### config.mk
export PLATFORM = sky130hd
export DESIGN_NAME = aclk_gen
export DESIGN_NICKNAME = d
export VERILOG_FILES = /design/src/rtl/aclk_pkg.sv /design/src/rtl/aclk_prediv.sv /design/src/rtl/aclk_subdiv.sv /design/src/rtl/aclk_frame.sv /design/src/rtl/aclk_gen.sv
export SDC_FILE = /design/constraint.sdc
export NUM_CORES = 1
export LEC_CHECK = 0
export BUFFER_PORTS_ARGS = -buffer_cell sky130_fd_sc_hd__buf_2
export CORE_ASPECT_RATIO = 1.4
export CORE_MARGIN = 8
export CORE_UTILIZATION = 58
export CTS_CLUSTER_SIZE = 25
export DETAILED_ROUTE_END_ITERATION = 8
export MAX_ROUTING_LAYER = met4
export PLACE_DENSITY = 0.87
export SYNTH_ARGS = -nofsm -noshare
export SYNTH_HDL_FRONTEND = slang
export SYNTH_SLANG_ARGS = --single-unit
export TNS_END_PERCENT = 30
### constraint.sdc
create_clock -name clk -period 3.05 [get_ports clk]
set_input_delay 0.1525 -clock clk [delete_from_list [all_inputs] [get_ports clk]]
set_output_delay 0.1525 -clock clk [all_outputs]
set_load 0.01 [all_outputs]
### src/rtl/aclk_pkg.sv
package aclk_pkg;

   // Smallest linear divide value honoured; lower settings are raised to it.
   localparam int MIN_LIN = 2;

   typedef struct packed {
      logic mclk;
      logic ck;
      logic ws;
      logic shift;
      logic frame;
   } aclk_out_t;

endpackage

### src/rtl/aclk_prediv.sv
// First stage: counts 0..N-1 with N = 2*max(L,2) + odd.
module aclk_prediv #(
   parameter int DIV_W = 8
) (
   input  logic             clk,
   input  logic             rst_n,
   input  logic             go,
   input  logic [DIV_W-1:0] lin,
   input  logic             odd,
   output logic             wrap,
   output logic             at_zero,
   output logic             phase_hi
);
   localparam int RAT_W = DIV_W + 1;

   logic [DIV_W-1:0] lin_eff;
   logic [RAT_W-1:0] ratio;
   logic [RAT_W-1:0] cnt_q;
   logic             last;

   assign lin_eff = (lin < DIV_W'(aclk_pkg::MIN_LIN)) ? DIV_W'(aclk_pkg::MIN_LIN) : lin;
   // Concatenation gives 2*lin_eff + odd; floor(ratio/2) equals lin_eff.
   assign ratio   = {lin_eff, odd};
   assign last    = (cnt_q == ratio - RAT_W'(1));

   always_ff @(posedge clk or negedge rst_n) begin
      if (!rst_n)      cnt_q <= '0;
      else if (!go)    cnt_q <= '0;
      else if (last)   cnt_q <= '0;
      else             cnt_q <= cnt_q + RAT_W'(1);
   end

   assign wrap     = go & last;
   assign at_zero  = (cnt_q == '0);
   assign phase_hi = (cnt_q >= {1'b0, lin_eff});
endmodule

### src/rtl/aclk_subdiv.sv
// Second stage: optional master-clock path that divides the prescaled clock
// down to the bit clock; bypassed when the master clock output is off.
module aclk_subdiv #(
   parameter int SHORT_MDIV = 8,
   parameter int LONG_MDIV  = 4,
   parameter bit HAS_MCLK   = 1'b1
) (
   input  logic clk,
   input  logic rst_n,
   input  logic go,
   input  logic mclk_oe,
   input  logic long_ch,
   input  logic pre_wrap,
   input  logic pre_zero,
   input  logic pre_hi,
   output logic bit_wrap,
   output logic bit_zero,
   output logic bit_hi,
   output logic mclk_lvl
);
   localparam int MAX_MDIV = (SHORT_MDIV > LONG_MDIV) ? SHORT_MDIV : LONG_MDIV;
   localparam int MC_W     = $clog2(MAX_MDIV);

   generate
      if (HAS_MCLK) begin : g_mpath
         localparam logic [MC_W-1:0] S_LAST = MC_W'(SHORT_MDIV - 1);
         localparam logic [MC_W-1:0] L_LAST = MC_W'(LONG_MDIV - 1);
         localparam logic [MC_W-1:0] S_HALF = MC_W'(SHORT_MDIV / 2);
         localparam logic [MC_W-1:0] L_HALF = MC_W'(LONG_MDIV / 2);

         logic [MC_W-1:0] mc_q;
         logic [MC_W-1:0] mc_last;
         logic [MC_W-1:0] mc_half;
         logic            mc_end;

         assign mc_last = long_ch ? L_LAST : S_LAST;
         assign mc_half = long_ch ? L_HALF : S_HALF;
         assign mc_end  = (mc_q == mc_last);

         always_ff @(posedge clk or negedge rst_n) begin
            if (!rst_n)                      mc_q <= '0;
            else if (!go)                    mc_q <= '0;
            else if (pre_wrap && mclk_oe)    mc_q <= mc_end ? '0 : mc_q + MC_W'(1);
         end

         assign bit_wrap = mclk_oe ? (pre_wrap & mc_end) : pre_wrap;
         assign bit_zero = pre_zero & (~mclk_oe | (mc_q == '0));
         assign bit_hi   = mclk_oe ? (mc_q >= mc_half) : pre_hi;
         assign mclk_lvl = mclk_oe & pre_hi;
      end else begin : g_nompath
         logic unused_cfg;
         assign unused_cfg = mclk_oe ^ long_ch ^ clk ^ rst_n ^ go;
         assign bit_wrap   = pre_wrap;
         assign bit_zero   = pre_zero;
         assign bit_hi     = pre_hi;
         assign mclk_lvl   = 1'b0;
      end
   endgenerate
endmodule

### src/rtl/aclk_frame.sv
// Bit counter within a channel word and word-select toggle.
module aclk_frame #(
   parameter int SHORT_BITS = 16,
   parameter int LONG_BITS  = 32
) (
   input  logic clk,
   input  logic rst_n,
   input  logic go,
   input  logic long_ch,
   input  logic bit_wrap,
   output logic ws_q,
   output logic bc_zero
);
   localparam int MAX_BITS = (SHORT_BITS > LONG_BITS) ? SHORT_BITS : LONG_BITS;
   localparam int BC_W     = $clog2(MAX_BITS);
   localparam logic [BC_W-1:0] S_LAST = BC_W'(SHORT_BITS - 1);
   localparam logic [BC_W-1:0] L_LAST = BC_W'(LONG_BITS - 1);

   logic [BC_W-1:0] bc_q;
   logic            bc_end;

   assign bc_end = (bc_q == (long_ch ? L_LAST : S_LAST));

   always_ff @(posedge clk or negedge rst_n) begin
      if (!rst_n) begin
         bc_q <= '0;
         ws_q <= 1'b0;
      end else if (!go) begin
         bc_q <= '0;
         ws_q <= 1'b0;
      end else if (bit_wrap) begin
         if (bc_end) begin
            bc_q <= '0;
            ws_q <= ~ws_q;
         end else begin
            bc_q <= bc_q + BC_W'(1);
         end
      end
   end

   assign bc_zero = (bc_q == '0);
endmodule

### src/rtl/aclk_gen.sv
module aclk_gen #(
   parameter int DIV_W      = 8,
   parameter int SHORT_BITS = 16,
   parameter int LONG_BITS  = 32,
   parameter int SHORT_MDIV = 8,
   parameter int LONG_MDIV  = 4,
   parameter bit HAS_MCLK   = 1'b1
) (
   input  logic             clk,
   input  logic             rst_n,
   input  logic             en,
   input  logic [DIV_W-1:0] lin_div,
   input  logic             odd_adj,
   input  logic             mclk_oe,
   input  logic             long_ch,
   input  logic             idle_pol,
   output logic             mclk_o,
   output logic             ck_o,
   output logic             ws_o,
   output logic             shift_stb,
   output logic             frame_stb
);
   generate
      if (DIV_W < 2) begin : g_bad_div
         $error("aclk_gen: DIV_W must be at least 2");
      end
      if (SHORT_MDIV < 2 || LONG_MDIV < 2 || (SHORT_MDIV % 2) != 0 || (LONG_MDIV % 2) != 0) begin : g_bad_mdiv
         $error("aclk_gen: master-clock sub-divides must be even and at least 2");
      end
      if (SHORT_BITS * SHORT_MDIV != LONG_BITS * LONG_MDIV) begin : g_bad_frame
         $error("aclk_gen: master-clock frame length must not depend on channel length");
      end
   endgenerate

   logic run_q, go;
   logic pre_wrap, pre_zero, pre_hi;
   logic bit_wrap, bit_zero, bit_hi, mclk_lvl;
   logic ws_q, bc_zero;
   aclk_pkg::aclk_out_t out_d, out_q;

   // One idle edge after enable lets all counters start from zero together.
   always_ff @(posedge clk or negedge rst_n) begin
      if (!rst_n) run_q <= 1'b0;
      else        run_q <= en;
   end
   assign go = run_q & en;

   aclk_prediv #(.DIV_W(DIV_W)) i_prediv (
      .clk(clk), .rst_n(rst_n), .go(go), .lin(lin_div), .odd(odd_adj),
      .wrap(pre_wrap), .at_zero(pre_zero), .phase_hi(pre_hi)
   );

   aclk_subdiv #(.SHORT_MDIV(SHORT_MDIV), .LONG_MDIV(LONG_MDIV), .HAS_MCLK(HAS_MCLK)) i_subdiv (
      .clk(clk), .rst_n(rst_n), .go(go), .mclk_oe(mclk_oe), .long_ch(long_ch),
      .pre_wrap(pre_wrap), .pre_zero(pre_zero), .pre_hi(pre_hi),
      .bit_wrap(bit_wrap), .bit_zero(bit_zero), .bit_hi(bit_hi), .mclk_lvl(mclk_lvl)
   );

   aclk_frame #(.SHORT_BITS(SHORT_BITS), .LONG_BITS(LONG_BITS)) i_frame (
      .clk(clk), .rst_n(rst_n), .go(go), .long_ch(long_ch), .bit_wrap(bit_wrap),
      .ws_q(ws_q), .bc_zero(bc_zero)
   );

   always_comb begin
      out_d.mclk  = run_q & mclk_lvl;
      out_d.ck    = run_q ? (bit_hi ^ idle_pol) : idle_pol;
      out_d.ws    = run_q & ws_q;
      out_d.shift = run_q & bit_zero;
      out_d.frame = run_q & bit_zero & bc_zero & ~ws_q;
   end

   always_ff @(posedge clk or negedge rst_n) begin
      if (!rst_n) out_q <= '0;
      else        out_q <= out_d;
   end

   assign mclk_o    = out_q.mclk;
   assign ck_o      = out_q.ck;
   assign ws_o      = out_q.ws;
   assign shift_stb = out_q.shift;
   assign frame_stb = out_q.frame;
endmodule

==> flow_metrics.py, run 1 <==
metrics = {
    "final_layout": {
        "finish.net_count": 268,
        "area_growth_pct": 15.0,
        "drive_gt1_frac": 0.149,
        "fillers": 266,
        "n_antenna_cell": 0,
    },
    "setup_path": {
        "timing.rr.start": "i_prediv.cnt_q[5]",
        "r2r_slack_ps": 710,
        "reg2reg_to": "ck_o",
        "crit_type": "in2reg",
        "arrival_ps": 3090,
        "critPathCapture": "i_subdiv.g_mpath.mc_q[2]",
        "rr_worst_depth": 7,
        "cpMaxStageDelayCell": "or4_1",
        "max_stage_delay_ps": 570,
        "path_max_fanout": 8,
        "crit_path_start_kind": "input pin",
        "critPathLaunch": "lin_div[6]",
        "crit_path_frequent_cell": "or4_1",
        "worstPathRequired_ps": 3250,
        "critical_path.cell_chain": "buf_2, or4_1, o41ai_2, ha_1, nor2b_1, a21oi_1, a2111oi_1, nand4_1, buf_4, or4_1, o22ai_1",
        "end_kind": "flip-flop",
    },
    "drt": {
        "dr_wl_met2_um": 2300,
        "first_pass_iters": 4,
        "viasPerCell": 5.98,
        "drt_first_iter_violations": 92,
        "top_layer": "met4",
        "vias": 1638,
        "drtAntennaViolNets": 0,
        "drc": 0,
        "met3WireLength_um": 177,
        "wl_met1_um": 1660,
        "wl_per_cell_um": 16.1,
        "wirelength_um": 4400,
    },
    "grt": {
        "grt_pass1_vias": 1666,
        "grt_max_degree": 25,
        "antenna_found_initial": 0,
        "grt_use_total": 0.181,
        "grt-ovfl-total": 0,
        "grt_first_pass_wirelength_um": 7310,
    },
    "cts": {
        "cts_num_sinks": 24,
        "clkTransAtPathRegs_ps": 90,
        "clock_path_buffers": 2,
        "cts_tree": "yes",
        "clock-root-buffer": "clkbuf_8",
        "post_cts_buffers": 0,
        "cts_buffers": 3,
        "cts.htree.levels": 1,
        "clock_latency_ps": 280,
    },
    "pwr": {
        "p_int_uw": 542,
        "p_leak_uw": 0.000975,
        "combPwrFrac": 0.149,
        "netSwitchingPower_uw": 179,
        "p_sw_frac": 0.248,
        "p_per_area_nw_per_um2": 345,
        "p_seq_frac": 0.454,
        "irDropWorstVdd_mv": 0.373,
        "p_clk_frac": 0.397,
        "report.power.total_uw": 721,
    },
    "synthesis": {
        "async_flop_share": 1.00,
        "synth_warnings": 0,
        "yosysUniqueCellTypes": 40,
        "synth_ff_type": "dfrtp_1",
        "ys_seq_elements": 24,
        "seq_area_frac_synth": 0.331,
        "syn_nets": 241,
        "synth-edff-count": 0,
        "synth_cells": 209,
        "syn_area_um2": 1820,
        "syn_area_per_cell_um2": 8.69,
    },
    "run_status": {
        "status": "finished clean",
    },
    "timing": {
        "period_needed_ps": 2880,
        "slew_headroom": 0.496,
        "drv_slew": 0,
        "hold_violations": 0,
        "worst_slew_pin_slew_ps": 756,
        "holdWs_ps": 184,
        "skew_ps": 3.49,
        "fmax_mhz": 347,
        "final.period_utilization": 0.945,
        "setup_viol": 0,
        "rsz0062_at_grt": "no",
    },
    "floorplan": {
        "coreArea_um2": 3060,
        "rows": 24,
        "pin_count": 20,
        "start_util": 0.593,
        "die_h_um": 82.2,
        "die_w_um": 63.3,
        "dieArea_um2": 5200,
    },
    "min_path": {
        "hp-class": "in2reg",
        "hold_depth": 2,
    },
    "placed_design": {
        "io_buffer_count": 19,
        "hpwl_um": 3350,
        "gp_congestion": 0.863,
    },
    "job": {
        "drv_cap": 0,
    },
}
## layer usage
metal,up-vias,track usage
met4,0,0.141
met3,26,0.0405
met5,-,-
li1,791,-
met2,52,0.331
met1,769,0.161
## layout make-up
| cell class | instances | area (um^2) | area share |
|---|---|---|---|
| Tap cell | 39 | 48.8 | 0.0234 |
| Timing Repair Buffer | 30 | 183 | 0.0874 |
| Clock buffer | 3 | 41.3 | 0.0198 |
| Sequential cell | 24 | 601 | 0.287 |
| Inverter | 19 | 71.3 | 0.0341 |
| Multi-Input combinational cell | 158 | 1110 | 0.534 |
| Clock inverter | 1 | 30.0 | 0.0144 |
## state kept, by name, summed over array words and instances (netlist names)
| name | flops |
|---|---|
| i_prediv.cnt_q | 9 |
| i_frame.bc_q | 5 |
| i_subdiv.g_mpath.mc_q | 3 |
| ck_o | 1 |
| frame_stb | 1 |
| i_frame.ws_q | 1 |
| mclk_o | 1 |
| run_q | 1 |
| shift_stb | 1 |
| ws_o | 1 |
## critical path, delay by kind of cell
family,cells,cell delay [ps]
buffers and inverters,2,320
AO/OA/AOI/OAI,4,880
AND/OR/NAND/NOR,4,1460
adder cells (fa/ha/maj),1,270
## synth_stat cells, drive strengths merged (4+ instances only)
cell,number,area (um^2)
a21o,4,30.0
a21oi,5,25.0
and3,6,37.5
clkbuf,7,27.5
dfrtp,24,601
ha,17,213
inv,19,71.3
mux2i,8,80.1
nand2,18,67.6
nand2b,4,25.0
nand3,9,45.0
nor2,17,63.8
nor3,5,25.0
nor4,9,56.3
o21ai,7,35.0
or3,4,25.0
or4,4,30.0
xnor2,11,96.3
xor2,6,52.6
## worst min path at each step
| stage | slack (ps) | startpoint | endpoint |
|---|---|---|---|
| 3_5_place_dp | 170 | rst_n | ck_o |
| 4_1_cts | 180 | mclk_oe | mclk_o |
| 2_1_floorplan | -140 | rst_n | ck_o |
| 5_1_grt | 180 | mclk_oe | mclk_o |
| 3_3_place_gp | 160 | rst_n | mclk_o |
| 6_report | 180 | mclk_oe | mclk_o |
## power by group through the flow
stage	registers, uW	logic, uW	clock network [uW]
after floorplan	335	58.5	0
after global placement	333	99.8	0
after detailed placement	334	104	0
after CTS	327	107	289
after global routing	328	119	303
final	327	107	286
## stage by stage
stage,instances,area [um^2],setup TNS (ps),worst slack [ps],utilization
3_3_place_gp,268,2000,-52.4,-34.8,0.652
6_report,274,2090,0,167,0.682
3_5_place_dp,268,2000,-1200,-169,0.652
4_1_cts,274,2090,0,130,0.682
2_1_floorplan,209,1820,-13.8,-13.8,-
5_1_grt,274,2090,0,2.20,0.682
## logic make-up (layout without fill, tap and decap cells)
family	after synthesis	count (layout)	synth area share
fa+ha+maj	17	17	0.117
simple gates	86	86	0.249
flops	24	24	0.331
xor+xnor	17	17	0.0820
compound gates	30	30	0.116
mux	8	8	0.0441
buf+inv	27	53	0.0606
## placed cells by master (no fill, tap or decap), types with 2 or more instances in the layout
cell,count
buf_2,19
and3_1,6
and2_1,2
inv_1,19
a21oi_1,5
nand2_1,18
dlygate4sd3_1,2
or3_1,4
a21o_1,4
xnor2_1,11
clkbuf_8,3
or4_1,4
dfrtp_1,24
nand3_1,9
nand4_1,2
xor2_1,6
buf_4,9
nor4_1,9
mux2i_1,8
o21ai_0,7
nand2b_1,4
nor3_1,5
o2111ai_1,2
nor3b_1,2
ha_1,17
nor2_1,17
## repair_timing
| item | in CTS | in global routing |
|---|---|---|
| setup endpoints to repair | 0 | 5 |
| hold endpoints to repair | 25 | 0 |
| resized for setup | 0 | 1 |
| hold buffers | 2 | 0 |
Note: power is estimated with default switching activity, not from simulation.
==> inputs of run 2 (changes only) <==
--- a/config.mk
+++ b/config.mk
@@ -5,7 +5,7 @@
 export SDC_FILE = /design/constraint.sdc
 export NUM_CORES = 1
 export LEC_CHECK = 0
-export BUFFER_PORTS_ARGS = -buffer_cell sky130_fd_sc_hd__buf_2
+export BUFFER_PORTS_ARGS = -buffer_cell sky130_fd_sc_hd__clkbuf_2
 export CORE_ASPECT_RATIO = 1.4
 export CORE_MARGIN = 8
 export CORE_UTILIZATION = 58
@@ -15,5 +15,6 @@
 export PLACE_DENSITY = 0.87
 export SYNTH_ARGS = -nofsm -noshare
 export SYNTH_HDL_FRONTEND = slang
+export SYNTH_HIERARCHICAL = 1
 export SYNTH_SLANG_ARGS = --single-unit
 export TNS_END_PERCENT = 30
==> flow_metrics.py, run 2 <==
metrics = {
    "drt": {
        "drt_first_iter_violations": 29,
        "wirelength_um": 4000,
        "viasPerCell": 5.91,
        "first_pass_iters": 4,
        "wl_per_cell_um": 15.3,
        "drtAntennaViolNets": 0,
        "vias": 1549,
        "drc": 0,
    },
    "synthesis": {
        "synth-edff-count": 0,
        "syn_area_um2": 1790,
        "yosysUniqueCellTypes": 53,
        "async_flop_share": 1.00,
        "syn_nets": 224,
        "synth_warnings": 6,
        "yosysTopAreaCellShare": 0.335,
        "syn_area_per_cell_um2": 9.33,
        "synth_ff_type": "dfrtp_1",
        "seq_area_frac_synth": 0.335,
        "ys_seq_elements": 24,
        "yosys.area.top_type": "dfrtp_1",
        "synth_cells": 192,
        "yosys-top-cells-area": "dfrtp_1 (34%), ha_1 (12%), xnor2_1 (5.4%), xor2_1 (3.9%), inv_1 (3.6%)",
        "synth_most_common_cell": "dfrtp_1",
        "netlist_top_cells_count": "dfrtp_1 (24), ha_1 (17), inv_1 (17), nor2_1 (17), nand2_1 (14)",
    },
    "grt": {
        "grt_max_degree": 25,
        "use_met2": 0.317,
        "met1_usage": 0.157,
        "grt_first_pass_wirelength_um": 6770,
        "gr-usage-met3": 0.0355,
        "antenna_found_initial": 0,
        "grt-ovfl-total": 0,
        "grt_pass1_vias": 1584,
        "top_usage_layer": "met2",
        "grt_use_total": 0.170,
    },
    "final_layout": {
        "fillers": 249,
        "final_cell_mix": "dfrtp_1 (24), clkbuf_2 (19), inv_1 (17), nor2_1 (17), ha_1 (17)",
        "top_regs": "i_prediv/cnt_q x9, i_frame/bc_q x5, i_subdiv/g_mpath.mc_q x3",
        "seqCellArea_um2": 601,
        "drive_gt1_frac": 0.238,
        "multi_input_area_um2": 1140,
        "finish.utilization": 0.696,
        "regMostFlops": "i_prediv/cnt_q",
        "largest_register_ffs": 9,
        "finish.net_count": 257,
        "stdcell_count": 262,
        "n_antenna_cell": 0,
        "layout_commonest_cell": "dfrtp_1",
        "area_growth_pct": 17.8,
    },
    "setup_path": {
        "cpLargestDelayFamily": "simple AND/OR/NAND/NOR gates",
        "crit_path_start_kind": "input pin",
        "worstPathBufferInverterCount": 1,
        "cpMaxStageDelayCell": "or3b_1",
        "end_kind": "flip-flop",
        "critical_path.cell_chain": "clkbuf_2, nor3_4, nand2_1, o31ai_2, ha_1, xnor2_1, a211o_1, a2111oi_2, nand4_1, nor4b_4, a21boi_4, nand4_2, or3b_1, a21oi_2",
        "arrival_ps": 3070,
        "path_max_fanout": 4,
        "crit_type": "in2reg",
        "worstPathRequired_ps": 3250,
        "max_stage_delay_ps": 390,
    },
    "timing": {
        "fin_ws_ps": 183,
        "hold_violations": 0,
        "period_needed_ps": 2870,
        "holdWs_ps": 61.5,
        "final.period_utilization": 0.940,
        "slew_headroom": 0.610,
        "skew_ps": 6.39,
        "fmax_mhz": 349,
        "setup_viol": 0,
        "drv_slew": 0,
        "worst_slew_pin_slew_ps": 586,
    },
    "min_path": {
        "hp-class": "in2reg",
    },
    "cts": {
        "clock_latency_ps": 270,
        "clock-root-buffer": "clkbuf_8",
        "cts_tree": "yes",
        "cts_num_sinks": 24,
        "clkTransAtPathRegs_ps": 80,
        "clock_path_buffers": 2,
        "cts_buffers": 3,
        "cts.htree.levels": 1,
    },
    "floorplan": {
        "die_h_um": 81.7,
        "start_util": 0.590,
        "dieArea_um2": 5150,
        "die_w_um": 63.0,
        "coreArea_um2": 3030,
        "pin_count": 20,
        "rows": 24,
    },
    "placed_design": {
        "gp_congestion": 0.871,
        "place_ws_ps": -129,
        "hpwl_um": 3180,
        "dp.cells": 256,
        "io_buffer_count": 19,
    },
    "pwr": {
        "p_leak_uw": 0.000953,
        "p_per_area_nw_per_um2": 294,
        "irDropWorstVdd_mv": 0.213,
    },
    "run_status": {
        "status": "finished clean",
    },
    "job": {
        "drv_cap": 0,
    },
}
-- run 2: cell count changes after synthesis, moves of 3 or more --
| cell | before | now |
|---|---|---|
| nand2_1 | 18 | 14 |
| or4_1 | 4 | 1 |
| a21boi_0 | 1 | 4 |
| nor3_1 | 5 | 2 |
| nor4_1 | 9 | 3 |
| mux2i_1 | 8 | 3 |
| and2_2 | 0 | 4 |
| and3_1 | 6 | 0 |
-- run 2: per-layer routing --
layer | up-vias | wire, um
met5 | - | 0
met2 | 45 | 2160
li1 | 740 | -
met1 | 753 | 1530
met4 | 0 | 105
met3 | 11 | 195
-- run 2: kinds of logic (layout without fill, tap and decap cells) --
group	Yosys count	after routing	synth area share
buffers and inverters	23	54	0.0524
multiplexers	3	3	0.0168
flip-flops	24	24	0.335
adder cells (fa/ha/maj)	17	17	0.119
XOR/XNOR	19	19	0.0929
AND/OR/NAND/NOR	76	76	0.255
AO/OA/AOI/OAI	30	30	0.129
-- run 2: worst paths after layout --
path                                          start                       end  slack [ps]  cells past startpoint
hold / removal                             idle_pol                      ck_o          60                      2
hold reg to reg            i_subdiv/g_mpath.mc_q[0]  i_subdiv/g_mpath.mc_q[0]         550                      2
setup reg to reg                  i_prediv/cnt_q[6]           i_frame/bc_q[4]         270                      9
setup / recovery                         lin_div[6]           i_frame/bc_q[4]         180                     14
max in group asynchronous                     rst_n           i_frame/bc_q[0]        2260                      2
min in group asynchronous                     rst_n  i_subdiv/g_mpath.mc_q[0]         400                      2
-- run 2: area by class of cell --
class | count | area share
inverter | 17 | 0.0302
tap | 39 | 0.0231
clock buffer | 3 | 0.0196
timing repair buffer | 34 | 0.101
multi-input combinational | 145 | 0.542
sequential | 24 | 0.285
-- run 2: power by group --
group	total [uW]	internal, uW	switching, uW	leakage [uW]
combinational	105	46.7	58.6	0.000606
sequential	327	323	4.05	0.000326
clock	187	88.5	99.0	0.0000216
total	620	458	162	0.000953
-- run 2: through the flow --
stage | TNS (ps) | power (uW) | cell area, um^2
after detailed placement | -304 | 436 | 2040
after global placement | -7.93 | 433 | 2040
final | 0 | 620 | 2110
after CTS | 0 | 621 | 2090
after floorplan | -415 | 392 | 1830
after global routing | -32.9 | 646 | 2110
-- run 2: timing repair --
| action | 4_1_cts | 5_1_grt |
|---|---|---|
| gates resized for setup | 0 | 1 |
| hold buffers | 1 | 1 |
| setup endpoints to repair | 0 | 3 |
| buffers inserted | 0 | 1 |
| hold endpoints to repair | 24 | 1 |
==> inputs of run 3 (changes only) <==
--- a/config.mk
+++ b/config.mk
@@ -8,11 +8,11 @@
 export BUFFER_PORTS_ARGS = -buffer_cell sky130_fd_sc_hd__clkbuf_2
 export CORE_ASPECT_RATIO = 1.4
 export CORE_MARGIN = 8
-export CORE_UTILIZATION = 58
+export CORE_UTILIZATION = 57
 export CTS_CLUSTER_SIZE = 25
 export DETAILED_ROUTE_END_ITERATION = 8
 export MAX_ROUTING_LAYER = met4
-export PLACE_DENSITY = 0.87
+export PLACE_DENSITY = 0.86
 export SYNTH_ARGS = -nofsm -noshare
 export SYNTH_HDL_FRONTEND = slang
 export SYNTH_HIERARCHICAL = 1
==> flow_metrics.py, run 3 (same netlist as run 2, synthesis figures left out) <==
metrics = {
    "run_status": {
        "status": "finished clean",
    },
    "grt": {
        "grt_use_total": 0.168,
        "grt-ovfl-total": 0,
        "grt_pass1_vias": 1625,
        "grt_max_degree": 25,
        "grt_first_pass_wirelength_um": 6910,
        "antenna_found_initial": 0,
    },
    "setup_path": {
        "timing.rr.start": "i_prediv/cnt_q[6]",
        "crit_path_start_kind": "input pin",
        "critical_path.cell_chain": "clkbuf_2, nor3_4, nand2_2, o31ai_4, ha_1, xnor2_1, a211o_1, a2111oi_2, nand4_1, nor4b_4, a21boi_4, nand4_2, or3b_1, a21oi_2",
        "reg2reg_to": "i_frame/bc_q[4]",
        "end_kind": "flip-flop",
        "worstPathRequired_ps": 3250,
        "rr_worst_depth": 9,
        "max_stage_delay_ps": 380,
        "arrival_ps": 3030,
        "cpMaxStageDelayCell": "or3b_1",
        "crit_type": "in2reg",
        "path_max_fanout": 4,
        "r2r_slack_ps": 410,
    },
    "floorplan": {
        "coreArea_um2": 3060,
        "die_h_um": 82.3,
        "dieArea_um2": 5220,
        "pin_count": 20,
        "rows": 24,
        "die_w_um": 63.4,
        "start_util": 0.585,
    },
    "final_layout": {
        "area_growth_pct": 20.8,
        "finish.net_count": 259,
        "fillers": 250,
        "n_antenna_cell": 0,
        "final_cell_mix": "dfrtp_1 (24), clkbuf_2 (19), inv_1 (17), nor2_1 (17), ha_1 (17)",
        "largest_register_ffs": 9,
        "top_regs": "i_prediv/cnt_q x9, i_frame/bc_q x5, i_subdiv/g_mpath.mc_q x3",
        "design_area_um2": 2160,
        "stdcell_count": 265,
        "drive_gt1_frac": 0.257,
        "regMostFlops": "i_prediv/cnt_q",
        "layout_commonest_cell": "dfrtp_1",
    },
    "placed_design": {
        "io_buffer_count": 19,
        "place_ws_ps": -166,
        "placed_cell_area_um2": 2050,
        "gp_congestion": 0.847,
        "hpwl_um": 3240,
        "dp.cells": 258,
    },
    "pwr": {
        "report.power.total_uw": 712,
        "irDropWorstVdd_mv": 0.316,
        "p_per_area_nw_per_um2": 329,
        "p_leak_uw": 0.000981,
    },
    "timing": {
        "skew_ps": 1.87,
        "fmax_mhz": 354,
        "worst_slew_pin_slew_ps": 580,
        "fin_ws_ps": 226,
        "hold_violations": 0,
        "period_needed_ps": 2820,
        "setup_viol": 0,
        "drv_slew": 0,
        "final.period_utilization": 0.926,
        "rsz0062_at_grt": "no",
        "slew_headroom": 0.614,
    },
    "cts": {
        "cts.htree.levels": 1,
        "clock_latency_ps": 260,
        "cts_num_sinks": 24,
        "clkTransAtPathRegs_ps": 80,
        "clock_path_buffers": 2,
        "clock-root-buffer": "clkbuf_8",
        "cts_tree": "yes",
        "cts_buffers": 3,
    },
    "min_path": {
        "hp-class": "in2reg",
        "hold_depth": 1,
        "holdPathEnd": "run_q",
        "hold_start": "en",
    },
    "drt": {
        "first_pass_iters": 4,
        "vias": 1538,
        "drtAntennaViolNets": 0,
        "drt_first_iter_violations": 74,
        "viasPerCell": 5.80,
        "wl_per_cell_um": 15.5,
        "drc": 0,
        "wirelength_um": 4120,
    },
    "job": {
        "drv_cap": 0,
    },
}
==> run 3: cell count changes in the layout (fill, tap and decap cells not counted) <==
cell	change
buf_4	+3
bufinv_16	+1
dlygate4sd3_1	-1
nand2_1	-1
nand2_2	+1
o31ai_2	-1
o31ai_4	+1
==> run 3: per-stage QoR <==
stage	hold WS [ps]	util	TNS, ps
after floorplan	-143	-	-415
after global placement	177	0.670	-15.2
after detailed placement	177	0.670	-419
after CTS	10.7	0.697	0
after global routing	11.7	0.706	0
final	15.6	0.706	0
==> run 3: layout make-up <==
type                            instances  area (um^2)  area share
Clock buffer                            3         41.3      0.0191
Tap cell                               39         48.8      0.0226
Inverter                               17         63.8      0.0295
Timing Repair Buffer                   36          225       0.104
Clock inverter                          1         30.0      0.0139
Multi-Input combinational cell        145         1150       0.533
Sequential cell                        24          601       0.278
==> run 3: timing repair <==
action	in CTS	in global routing
hold buffers	1	0
setup endpoints to repair	0	3
hold endpoints to repair	24	0
gates resized for setup	0	3
buffers inserted	0	2
==> run 3: worst max path at each step <==
stage          cells after the start         endpoint       start  slack [ps]
2_1_floorplan                     14  i_frame/bc_q[4]  lin_div[3]        -160
3_3_place_gp                      14  i_frame/bc_q[4]  lin_div[6]         -20
3_5_place_dp                      14  i_frame/bc_q[4]  lin_div[6]        -170
4_1_cts                           14  i_frame/bc_q[4]  lin_div[6]         110
5_1_grt                           14  i_frame/bc_q[4]  lin_div[6]          10
6_report                          14  i_frame/bc_q[4]  lin_div[6]         230
==> run 3: report_power, final <==
part           switching, uW  leakage [uW]  internal (uW)
logic                   60.2      0.000619           47.4
registers               4.04      0.000326            323
clock network            102     0.0000357            175
==> run 3: critical path, delay by kind of cell <==
| kind | cells | cell delay [ps] |
|---|---|---|
| buffers and inverters | 1 | 110 |
| adders and majority gates | 1 | 280 |
| and+or+nand+nor | 6 | 1310 |
| xor gates and xnor gates | 1 | 130 |
| AOI/OAI and AO/OA | 5 | 1040 |
==> run 3: layer usage <==
layer,global-route usage,up-vias,wire length (um)
met3,0.0324,10,192
met5,-,-,0
li1,-,742,-
met4,0.0917,0,99
met1,0.154,742,1560
met2,0.322,44,2270
